==> src/rtl/irq_prio_ctrl.sv <==
module irq_prio_ctrl #(
  parameter logic [15:0] VEC_BASE = 16'hFFFC
) (
  input  logic        clk,
  input  logic        rst_n,
  input  logic [6:0]  pin_i,
  input  logic [7:0]  evt_i,
  input  logic        brk_i,
  input  logic        dis_set_i,
  input  logic        dis_clr_i,
  input  logic        wr_i,
  input  logic [2:0]  addr_i,
  input  logic [7:0]  wdata_i,
  output logic [7:0]  rdata_o,
  output logic        ack_o,
  output logic [15:0] vec_o,
  output logic        dis_o
);
  localparam int NSRC = 15;
  localparam int NPIN = 7;
  localparam logic [15:0] VEC_BRK = VEC_BASE - 16'd32;

  logic [NSRC-1:0] req_q, en_q, set_v, elig, win_oh, keep_v;
  logic [NPIN-1:0] sel_q, s1_q, s2_q, eff, eff_q, det_q;
  logic            brk_q, any_m, take, brk_win;
  logic [3:0]      win_idx;
  logic [15:0]     cand_vec;

  assign eff   = ~(s2_q ^ sel_q);
  assign set_v = {evt_i[7], det_q[6:4], evt_i[6], det_q[3:2], evt_i[5:0], det_q[1:0]};
  assign elig  = dis_o ? '0 : (req_q & en_q);
  assign any_m = |elig;
  assign take  = any_m | brk_q;
  assign brk_win = brk_q & ~any_m;

  always_comb begin
    win_idx = '0;
    for (int i = NSRC - 1; i >= 0; i--)
      if (elig[i]) win_idx = 4'(i);
  end

  assign win_oh   = any_m ? (15'd1 << win_idx) : '0;
  assign cand_vec = any_m ? VEC_BASE - {11'd0, win_idx + 4'd1, 1'b0} : VEC_BRK;

  always_comb begin
    keep_v = '1;
    if (wr_i && addr_i == 3'd0) keep_v[7:0]  = wdata_i;
    if (wr_i && addr_i == 3'd1) keep_v[14:8] = wdata_i[6:0];
  end

  always_comb begin
    case (addr_i)
      3'd0:    rdata_o = req_q[7:0];
      3'd1:    rdata_o = {1'b0, req_q[14:8]};
      3'd2:    rdata_o = en_q[7:0];
      3'd3:    rdata_o = {1'b0, en_q[14:8]};
      3'd4:    rdata_o = {1'b0, sel_q};
      default: rdata_o = 8'd0;
    endcase
  end

  always_ff @(posedge clk or negedge rst_n) begin
    if (!rst_n) begin
      req_q <= '0;
      en_q  <= '0;
      sel_q <= '0;
      s1_q  <= '0;
      s2_q  <= '0;
      eff_q <= '1;
      det_q <= '0;
      brk_q <= 1'b0;
      dis_o <= 1'b1;
      ack_o <= 1'b0;
      vec_o <= VEC_BASE;
    end else begin
      s1_q  <= pin_i;
      s2_q  <= s1_q;
      eff_q <= eff;
      det_q <= eff & ~eff_q;
      req_q <= (req_q & keep_v & ~win_oh) | set_v;
      if (wr_i) begin
        case (addr_i)
          3'd2:    en_q[7:0]  <= wdata_i;
          3'd3:    en_q[14:8] <= wdata_i[6:0];
          3'd4:    sel_q      <= wdata_i[6:0];
          default: ;
        endcase
      end
      brk_q <= brk_i | (brk_q & ~brk_win);
      dis_o <= take | dis_set_i | (dis_o & ~dis_clr_i);
      ack_o <= take;
      if (take) vec_o <= cand_vec;
    end
  end

  assert_masked_R1: assert property (@(posedge clk) disable iff (!rst_n)
    (ack_o && vec_o != VEC_BRK) |-> $past(!dis_o));

  assert_no_sw_set_R2: assert property (@(posedge clk) disable iff (!rst_n)
    (req_q & ~$past(req_q) & ~$past(set_v)) == '0);

  assert_vec_hold_R4: assert property (@(posedge clk) disable iff (!rst_n)
    !ack_o |-> $stable(vec_o));

  assert_vec_range_R4: assert property (@(posedge clk) disable iff (!rst_n)
    ack_o |-> (!vec_o[0] && vec_o <= VEC_BASE - 16'd2 && vec_o >= VEC_BRK));

  assert_dis_after_ack_R5: assert property (@(posedge clk) disable iff (!rst_n)
    ack_o |-> dis_o);

  assert_unused_zero_R9: assert property (@(posedge clk) disable iff (!rst_n)
    (addr_i == 3'd1 || addr_i == 3'd3 || addr_i == 3'd4) |-> !rdata_o[7]);
endmodule

==> config.mk <==
export PLATFORM = sky130hd
export DESIGN_NAME = irq_prio_ctrl
export DESIGN_NICKNAME = d
export VERILOG_FILES = /design/src/rtl/irq_prio_ctrl.sv
export SDC_FILE = /design/constraint.sdc
export NUM_CORES = 1
export LEC_CHECK = 0
export BUFFER_PORTS_ARGS = -buffer_cell sky130_fd_sc_hd__buf_2
export CORE_MARGIN = 2
export CORE_UTILIZATION = 56
export CTS_BUF_LIST = sky130_fd_sc_hd__clkbuf_16
export DETAILED_ROUTE_END_ITERATION = 6
export GPL_TIMING_DRIVEN = 0
export PLACE_DENSITY = 0.84
export SLEW_MARGIN = 20
export SYNTH_ARGS = -nofsm -noshare
export SYNTH_HDL_FRONTEND = slang
export SYNTH_SLANG_ARGS = --single-unit
export TNS_END_PERCENT = 50
==> constraint.sdc <==
create_clock -name clk -period 3.4 [get_ports clk]
set_input_delay 0.51 -clock clk [delete_from_list [all_inputs] [get_ports clk]]
set_output_delay 0.51 -clock clk [all_outputs]
set_load 0.01 [all_outputs]
---- Word level (Yosys, flattened, before mapping) ----
Cells that the tools add are included.
word-level totals
  bits in registers ....................... 84
  input bits .............................. 32
  output and inout bits ................... 26
  logic and storage cells ................. 66
cells by class
  add/subtract/negate cells ............... 2
  equal/unequal tests ..................... 4
  shifts and indexed selects .............. 1
  muxes and demuxes ....................... 21
  bitwise operators ....................... 19
  reductions and logical operators ........ 7
operator list
  kind                                               number
  2-to-1 mux 4 bit                                   15
  AND 15 bit                                         3
  one-hot mux 8 bit (5 select lines)                 1
  2-to-1 mux 15 bit                                  2
  2-to-1 mux 16 bit                                  1
  NOT 15 bit                                         1
  bitwise OR 15 bit                                  1
  OR reduction 15 bit                                1
  << shifter 1 x 4 -> 15 bit (first input constant)  1
  NOT 7 bit                                          2
  2-to-1 mux 8 bit                                   1
  AND 7 bit                                          1
  2-to-1 mux 7 bit                                   1
  subtractor 3 x 6 -> 7 bit (first input constant)   1
  XOR 7 bit                                          1
  == test 3 x 2 -> 1 bit (second input constant)     2
  AND reduction 2 bit                                3
  adder 4 x 1 -> 4 bit (second input constant)       1
  bitwise OR 1 bit                                   4
  AND 1 bit                                          3
  == test 3 x 1 -> 1 bit (second input constant)     1
  == test 3 bit (second input constant)              1
  logical NOT 3 bit                                  1
  NOT 1 bit                                          3
  logical AND 1 bit                                  2

---- Longest topological paths before layout ----
Gate-level depths: netlist of run 1.
  depth in word-level cells ............... 22
  depth in mapped cells ................... 11
  gate-level depth less buffers ........... 10

---- Least setup slack after synthesis of run 1 ----
Ideal clock, no wire load.
  path type ............................... register to register
  start ................................... reg dis_o
  end ..................................... reg vec_o[4]
  setup time .............................. 68 ps
  data arrival time ....................... 2624 ps
  required time ........................... 3332 ps
  setup slack ............................. 707 ps
  cell stages (with the launch flop) ...... 12
  buffers on the path ..................... 2
  period minus slack after synthesis ...... 2693 ps
  path through ............................ dfstp_2 -> clkbuf_1 -> buf_1 -> nor2_1 -> a21oi_1 -> nor2_1 -> o22a_1 -> ha_1 -> ha_1 -> nand2b_1 -> mux2_2 -> a21oi_2
on the way
  cells in the longest elaborated chain, start to end .. 19
  elaborated cells between the ends (all ways) .. 21
  classes of those cells .................. add/sub (2); mux (17); bitwise (1); reduce/logical (1)
ends and longest elaborated chain
  item                            line  RTL
  start: declaration              17    output logic dis_o
  start signal: assignment        90    dis_o <= take | dis_set_i | (dis_o & ~dis_clr_i);
  2-to-1 mux 15 bit (*)           31    assign elig = dis_o ? '0 : (req_q & en_q);
  2-to-1 mux 4 bit (15 in a row)  39    if (elig[i]) win_idx = 4'(i);
  adder 4 x 1 -> 4 bit            43    assign cand_vec = any_m ? VEC_BASE - {11'd0, win_idx + 4'd1, 1'b0} : VEC_BRK;
  subtractor 3 x 6 -> 7 bit       43
  2-to-1 mux 16 bit               43
  end signal: assignment          92    if (take) vec_o <= cand_vec;
  end: declaration                16    output logic [15:0] vec_o,
Mark *: on every way between the ends. The rest lies on a longest branch, timed or not.
A chain may end at the register's enable or synchronous reset.

---- Worst setup path after layout of run 1 ----
Ends and elaborated chain as after synthesis.

==> impl_metrics.csv, run 1 <==
group,metric,value,unit
run_status,outcome,"complete, no violations",
clock_network,cts-resized-gates,0,
sta,timing.final.crit_period,3010,ps
finish,area.growth.synth_to_final,19.3,%
worst_setup_path,max_stage_delay,530,ps
logic_synthesis,post_synth_num_cell_types,52,
pwr,clock_power_share,34.9,%
pwr,power_leakage,1.81,nW
logic_synthesis,synth_compound_area_share,14.9,%
logic_synthesis,synthXorXnorAreaFrac,2.04,%
logic_synthesis,synth.yosys.seq_area_share,53.6,%
sta,finalHoldViolCount,0,
floorplan,rows,28,
clock_network,clock_tree.buffer_depth,2,
grt,groute.usage.overall,25.0,%
clock_network,cts_made_buffers,9,
sta,clock_skew,6.15,ps
grt,gr_util_met3,7.50,%
run,timing.max_cap.violations,0,
clock_network,cts_setup_buffers,0,
pwr,power.total,2.59,mW
sta,slew_viol_final,0,
sta,unrepaired_setup_endpoints_after_global_routing,"no",
pwr,power_dissipated_by_switching_net_loads,0.743,mW
sta,fin_crit_sh,88.6,%
logic_synthesis,main_combinational_cell_family_by_area_after_synthesis,"compound AO/OA/AOI/OAI gates",
sta,fmax,0.332,GHz
floorplan,initial_cell_density_of_the_core,58.0,%
worst_setup_path,critical_path_maximum_fanout,10,
placement,port-buffer-count,45,
clock_network,cts_sinks,73,
grt,globalRouteMet1Util,31.4,%
logic_synthesis,post_synthesis_cell_count,300,
grt,grt_pass1_vias,2426,
clock_network,cts_tree,"done",
worst_setup_path,cpMaxStageDelayCell,"sky130_fd_sc_hd__dfstp_2",
placement,numPlacedInstances,430,
pwr,irDropWorstVdd,511,uV
sta,timing.final.ws_setup,387,ps
placement,dp_slack,466,ps
drt,drc,0,
drt,first_pass_iters,5,
finish,layoutNonFillerInstCount,446,
logic_synthesis,syn-cell-area,3430,um^2
worst_setup_path,startpoint_to_endpoint_class_of_the_critical_path,"flop to flop",
grt,grt_first_pass_wirelength,12100,um
placement,finalWeightedCongestion,0.922,
logic_synthesis,async_reset_ff_share,100,%
worst_setup_path,crit_path_end_kind,"flop",
worst_setup_path,cell_chain_of_the_critical_path,"clkbuf_1 -> buf_1 -> nor2_1 -> a21oi_1 -> nor2_1 -> o22a_1 -> ha_1 -> ha_1 -> nand2b_1 -> mux2_2 -> a21oi_2",
logic_synthesis,synth_top_area_share,44.5,%
placement,detailed_place_hpwl,5450,um
worst_setup_path,worstPathArrival,3280,ps
logic_synthesis,synth_simple_gate_area_share,11.0,%
logic_synthesis,synthMuxAreaShare,12.0,%
grt,antenna_violations_before_repair,0,
drt,ant_nets,0,
sta,hold_ws,87.5,ps
logic_synthesis,synth-adder-area-share,2.19,%
floorplan,fp.dieArea,6770,um^2
logic_synthesis,synth.area.top_cells,"sky130_fd_sc_hd__dfrtp_1 44%, sky130_fd_sc_hd__dfstp_2 9.2%, sky130_fd_sc_hd__mux2_2 7.5%, sky130_fd_sc_hd__mux2i_1 3.8%, sky130_fd_sc_hd__a21oi_1 3.5%",
floorplan,core-area,5920,um^2
pwr,internal_power,1.85,mW
pwr,power_switching_share,28.6,%
finish,fin_util,69.2,%
logic_synthesis,synth-edff-count,0,
clock_network,clock_h_tree_levels,3,
grt,maximum_number_of_pins_on_one_net_before_global_route_repair,46,
hold_path,hold_path_class,"primary input to asynchronous set/reset pin",
pwr,cellPowerDensity,633,nW/um^2
drt,totalWireLength,7820,um
pwr,share_seq_of_total_power,45.1,%
placement,post_dp_cell_area,3810,um^2
floorplan,floorplan.die.width,82.3,um
finish,layout_cell_share_with_drive_strength_beyond_1,32.1,%
grt,grtUsageMet2,39.3,%
clock_network,path_clk_slew,60,ps
drt,drt_iter0_drc,228,
drt,avgRoutedWirePerCell,17.5,um
sta,max-slew-margin-rel,60.4,%
worst_setup_path,start_kind,"flop",
grt,grt_busiest_layer,"met2",
drt,route.vias.total,2644,
sta,worst-slew-pin-transition,590,ps
worst_setup_path,worstRegToRegCells,11,
drt,detail_route.vias_per_cell,5.93,
logic_synthesis,ys.warnings.count,0,
logic_synthesis,top_flip_flop_cell_by_instance_count_after_synthesis,"sky130_fd_sc_hd__dfrtp_1",
clock_network,cts_hold_buf,0,
logic_synthesis,yosys_register_bits,73,
worst_setup_path,timing.critical_path.required,3670,ps
pwr,comb_power_share,20.0,%
floorplan,die_boundary_height,82.3,um
finish,final_nets,404,
finish,finished_cell_area,4100,um^2
floorplan,boundaryPins,58,
finish,n_antenna_cell,0,
logic_synthesis,post-synth-top-area-cell,"sky130_fd_sc_hd__dfrtp_1",
logic_synthesis,post_synth.cell_area_avg,11.4,um^2
clock_network,cts-root-buf,"sky130_fd_sc_hd__clkbuf_16",
clock_network,clkLatencyLatePin,330,ps
sta,setup_viol,0,
grt,grt_remaining_overflow,0,
sta,fin_tns_setup,0,ps
[sequential cells by signal, summed over array words and instances, names as in the netlist, 5 cells and up]
register  count
en_q         15
eff_q         7
req_q        15
s1_q          7
sel_q         7
s2_q          7
det_q         7
vec_o         5
[layout make-up]
type                    instances  area [um^2]
flip-flops and latches         73         1840
clock inverters                 7         62.6
plain buffers                  20          118
clock buffers                   9          225
fillers                       444         1820
well taps                      75         93.8
inverters                       5         18.8
multi-input cells             211         1490
repair buffers                 46          248
[Yosys cell counts, types with 2 or more instances]
cell type and count:
sky130_fd_sc_hd__mux2i_1 13, sky130_fd_sc_hd__clkbuf_1 7, sky130_fd_sc_hd__a22o_1 2, sky130_fd_sc_hd__o21ai_1 4, sky130_fd_sc_hd__nor2_1 12, sky130_fd_sc_hd__buf_4 11, sky130_fd_sc_hd__dfstp_2 12, sky130_fd_sc_hd__a21o_1 2
sky130_fd_sc_hd__xnor2_1 7, sky130_fd_sc_hd__ha_1 6, sky130_fd_sc_hd__dfrtp_1 61, sky130_fd_sc_hd__o22ai_1 8, sky130_fd_sc_hd__inv_1 5, sky130_fd_sc_hd__a22oi_1 4, sky130_fd_sc_hd__nand2_1 10, sky130_fd_sc_hd__o21ai_0 18
sky130_fd_sc_hd__nand4b_1 2, sky130_fd_sc_hd__nand3b_1 3, sky130_fd_sc_hd__nand2b_1 2, sky130_fd_sc_hd__nor2b_1 10, sky130_fd_sc_hd__a31oi_1 5, sky130_fd_sc_hd__nand3_1 3, sky130_fd_sc_hd__or2_1 8, sky130_fd_sc_hd__mux2_2 23
sky130_fd_sc_hd__conb_1 2, sky130_fd_sc_hd__a21oi_1 24, sky130_fd_sc_hd__o31ai_1 2, sky130_fd_sc_hd__or2_2 8, sky130_fd_sc_hd__nor3_1 3
[worst max-delay path, delay by kind of cell (launching register included)]
family	cells	cell delay, ps
multiplexers	1	340
AND/OR/NAND/NOR	3	310
buffers and inverters	2	700
adder cells (fa/ha/maj)	2	560
flip-flops	1	530
AO/OA/AOI/OAI	3	510
[final timing paths]
kind	slack, ps	from	end
worst min-delay path	90	rst_n	en_q[9]
min in group clk	280	pin_i[5]	s1_q[5]
max in group asynchronous	2700	rst_n	vec_o[3]
worst min register to register	350	s1_q[6]	s2_q[6]
worst max-delay path	390	dis_o	vec_o[4]
worst max register to register	390	dis_o	vec_o[4]
[routing by layer]
layer,vias up,routed length [um]
met2,163,3660
met3,27,657
met5,-,0
met4,0,276
li1,1198,-
met1,1256,3230
[cells in the final DEF (no fill, tap or decap), types with 3 or more instances in the layout]
| master | n |
|---|---|
| sky130_fd_sc_hd__clkbuf_1 | 7 |
| sky130_fd_sc_hd__nor3_1 | 3 |
| sky130_fd_sc_hd__o21ai_0 | 18 |
| sky130_fd_sc_hd__xnor2_1 | 7 |
| sky130_fd_sc_hd__buf_4 | 12 |
| sky130_fd_sc_hd__o22ai_1 | 8 |
| sky130_fd_sc_hd__conb_1 | 11 |
| sky130_fd_sc_hd__nor2_1 | 12 |
| sky130_fd_sc_hd__mux2_2 | 23 |
| sky130_fd_sc_hd__mux2i_1 | 13 |
| sky130_fd_sc_hd__o21ai_1 | 4 |
| sky130_fd_sc_hd__a22oi_1 | 4 |
| sky130_fd_sc_hd__ha_1 | 6 |
| sky130_fd_sc_hd__nand3b_1 | 3 |
| sky130_fd_sc_hd__or2_2 | 8 |
| sky130_fd_sc_hd__or2_1 | 8 |
| sky130_fd_sc_hd__clkbuf_16 | 9 |
| sky130_fd_sc_hd__nand2_1 | 10 |
| sky130_fd_sc_hd__nor2b_1 | 10 |
| sky130_fd_sc_hd__buf_2 | 45 |
| sky130_fd_sc_hd__a31oi_1 | 5 |
| sky130_fd_sc_hd__nand3_1 | 3 |
| sky130_fd_sc_hd__inv_1 | 6 |
| sky130_fd_sc_hd__dfstp_2 | 12 |
| sky130_fd_sc_hd__a21oi_1 | 24 |
| sky130_fd_sc_hd__dfrtp_1 | 61 |
[power groups by stage]
stage	Combinational, mW	Sequential (mW)	Clock (mW)
after global routing	0.567	1.19	0.954
after CTS	0.515	1.17	0.918
after global placement	0.491	1.17	0
after detailed placement	0.509	1.18	0
final	0.520	1.17	0.905
after floorplan	0.355	1.15	0
[kinds of logic after synthesis]
| logic type | Yosys count |
|---|---|
| compound gates | 82 |
| other cells | 2 |
| xor+xnor | 8 |
| fa+ha+maj | 6 |
| simple gates | 67 |
| mux | 37 |
| buf+inv | 25 |
| flops | 73 |
(Power assumes the default switching activity.)
==> run 2: changes to the inputs <==
Settings changed: RECOVER_POWER from default to 25.
==> impl_metrics.csv, run 2 (synthesized netlist as in run 1, its figures left out) <==
group,metric,value,unit
worst_setup_path,timing.critical_path.required,3670,ps
grt,grt_pass1_vias,2426,
sta,fin_tns_setup,0,ps
floorplan,initial_cell_density_of_the_core,58.0,%
floorplan,core-area,5920,um^2
drt,detail_route.vias_per_cell,5.87,
hold_path,hold_path_class,"primary input to flop",
pwr,clock_power_share,34.9,%
placement,numPlacedInstances,430,
finish,n_antenna_cell,0,
floorplan,fp.dieArea,6770,um^2
pwr,cellPowerDensity,634,nW/um^2
pwr,power_switching_share,28.7,%
finish,layout_cell_share_with_drive_strength_beyond_1,31.8,%
placement,dp_slack,466,ps
worst_setup_path,crit_path_end_kind,"flop",
pwr,comb_power_share,20.0,%
sta,timing.final.crit_period,3030,ps
finish,most_used_cells_in_the_layout_excluding_fill_and_tap_cells,"61 x sky130_fd_sc_hd__dfrtp_1, 45 x sky130_fd_sc_hd__buf_2, 24 x sky130_fd_sc_hd__a21oi_1",
sta,worst-slew-pin-transition,1530,ps
grt,grt_remaining_overflow,0,
placement,port-buffer-count,45,
clock_network,cts_sinks,73,
worst_setup_path,reg2reg_launch_point,"dis_o",
floorplan,rows,28,
hold_path,hold_start,"pin_i[5]",
pwr,irDropWorstVdd,511,uV
finish,multiInputGateArea,1490,um^2
finish,area.growth.synth_to_final,19.2,%
clock_network,cts_hold_buf,0,
clock_network,clock_tree.buffer_depth,2,
clock_network,cts-resized-gates,0,
worst_setup_path,worstSetupStartpoint,"dis_o",
pwr,power.total,2.59,mW
drt,ant_nets,0,
drt,drc,0,
worst_setup_path,startpoint_to_endpoint_class_of_the_critical_path,"flop to flop",
clock_network,path_clk_slew,60,ps
grt,antenna_violations_before_repair,0,
finish,layout.filler_cells,443,
finish,ff_latch_area,1840,um^2
finish,final_nets,404,
grt,groute.usage.overall,25.0,%
clock_network,clkLatencyLatePin,340,ps
drt,totalWireLength,7830,um
worst_setup_path,critical_path_maximum_fanout,10,
pwr,power_leakage,1.81,nW
finish,fin_util,69.1,%
sta,fmax,0.330,GHz
grt,maximum_number_of_pins_on_one_net_before_global_route_repair,46,
run_status,outcome,"finished, violations left",
sta,slew_viol_final,29,
sta,unrepaired_setup_endpoints_after_global_routing,"no",
floorplan,floorplan.die.width,82.3,um
placement,finalWeightedCongestion,0.922,
clock_network,clock_h_tree_levels,3,
sta,finalHoldViolCount,0,
sta,fin_crit_sh,89.1,%
worst_setup_path,worstPathArrival,3290,ps
pwr,power_dissipated_by_switching_net_loads,0.743,mW
clock_network,cts_made_buffers,9,
sta,timing.final.ws_setup,371,ps
finish,mostFrequentLayoutCell,"sky130_fd_sc_hd__dfrtp_1",
drt,drt_iter0_drc,228,
clock_network,cts_setup_buffers,0,
drt,first_pass_iters,4,
run,timing.max_cap.violations,1,
sta,setup_viol,0,
finish,layout_top_registers,"en_q: 15 flops, req_q: 15 flops",
worst_setup_path,start_kind,"flop",
placement,detailed_place_hpwl,5450,um
floorplan,boundaryPins,58,
clock_network,cts-root-buf,"sky130_fd_sc_hd__clkbuf_16",
floorplan,die_boundary_height,82.3,um
pwr,share_seq_of_total_power,45.1,%
clock_network,cts_tree,"done",
sta,max-slew-margin-rel,-1.80,%
drt,route.vias.total,2619,
finish,layoutNonFillerInstCount,446,
drt,avgRoutedWirePerCell,17.6,um
run_status,failed_checks,"max-capacitance violations, max-slew violations",
sta,clock_skew,5.93,ps
pwr,internal_power,1.85,mW
grt,grt_first_pass_wirelength,12100,um
-- run 2: changes by cell type in the layout (fill, tap and decap cells not counted) --
cell                       previous run  this run
sky130_fd_sc_hd__buf_4               12        11
sky130_fd_sc_hd__clkbuf_1             7         8
-- run 2: per-stage QoR --
stage	hold slack (ps)	instance area (um^2)
after floorplan	214	3470
after global placement	332	3790
after detailed placement	335	3810
final	276	4090
after CTS	90.6	4100
after global routing	263	4090
-- run 2: area by class of cell --
cell class,count,area share [%]
clock buffer,9,5.50
sequential,73,45.0
inverter,5,0.459
multi-input combinational,211,36.4
clock inverter,7,1.53
timing repair buffer,46,5.96
tap,75,2.29
buffer,20,2.87
-- run 2: critical path, stage by stage, from the launching register on --
cell	delay, ps
sky130_fd_sc_hd__dfstp_2	530
sky130_fd_sc_hd__clkbuf_1	350
sky130_fd_sc_hd__buf_1	370
sky130_fd_sc_hd__nor2_1	140
sky130_fd_sc_hd__a21oi_1	140
sky130_fd_sc_hd__nor2_1	80
sky130_fd_sc_hd__o22a_1	220
sky130_fd_sc_hd__ha_1	220
sky130_fd_sc_hd__ha_1	330
sky130_fd_sc_hd__nand2b_1	100
sky130_fd_sc_hd__mux2_2	340
sky130_fd_sc_hd__a21oi_2	140
-- run 2: layer usage --
metal	GRT usage, %	vias to the layer above	share of wire (%)
met4	12.7	0	3.0
met1	31.4	1250	42
li1	-	1197	-
met3	7.50	23	8.1
met5	0	-	0
met2	39.3	149	47
-- run 2: final timing paths --
check	endpoint	slack [ps]	depth (start not counted)
max	vec_o[4]	370	11
min	s1_q[5]	280	1
max reg2reg	vec_o[4]	370	11
min reg2reg	s2_q[4]	350	0
max in group asynchronous	vec_o[3]	1880	2
min in group asynchronous	en_q[9]	540	1
-- run 2: power by group through the flow --
stage                     clock network [mW]  registers, mW  logic [mW]
after floorplan                            0           1.15       0.355
after global placement                     0           1.17       0.491
after detailed placement                   0           1.18       0.509
after CTS                              0.918           1.17       0.515
after global routing                   0.954           1.19       0.567
final                                  0.906           1.17       0.519
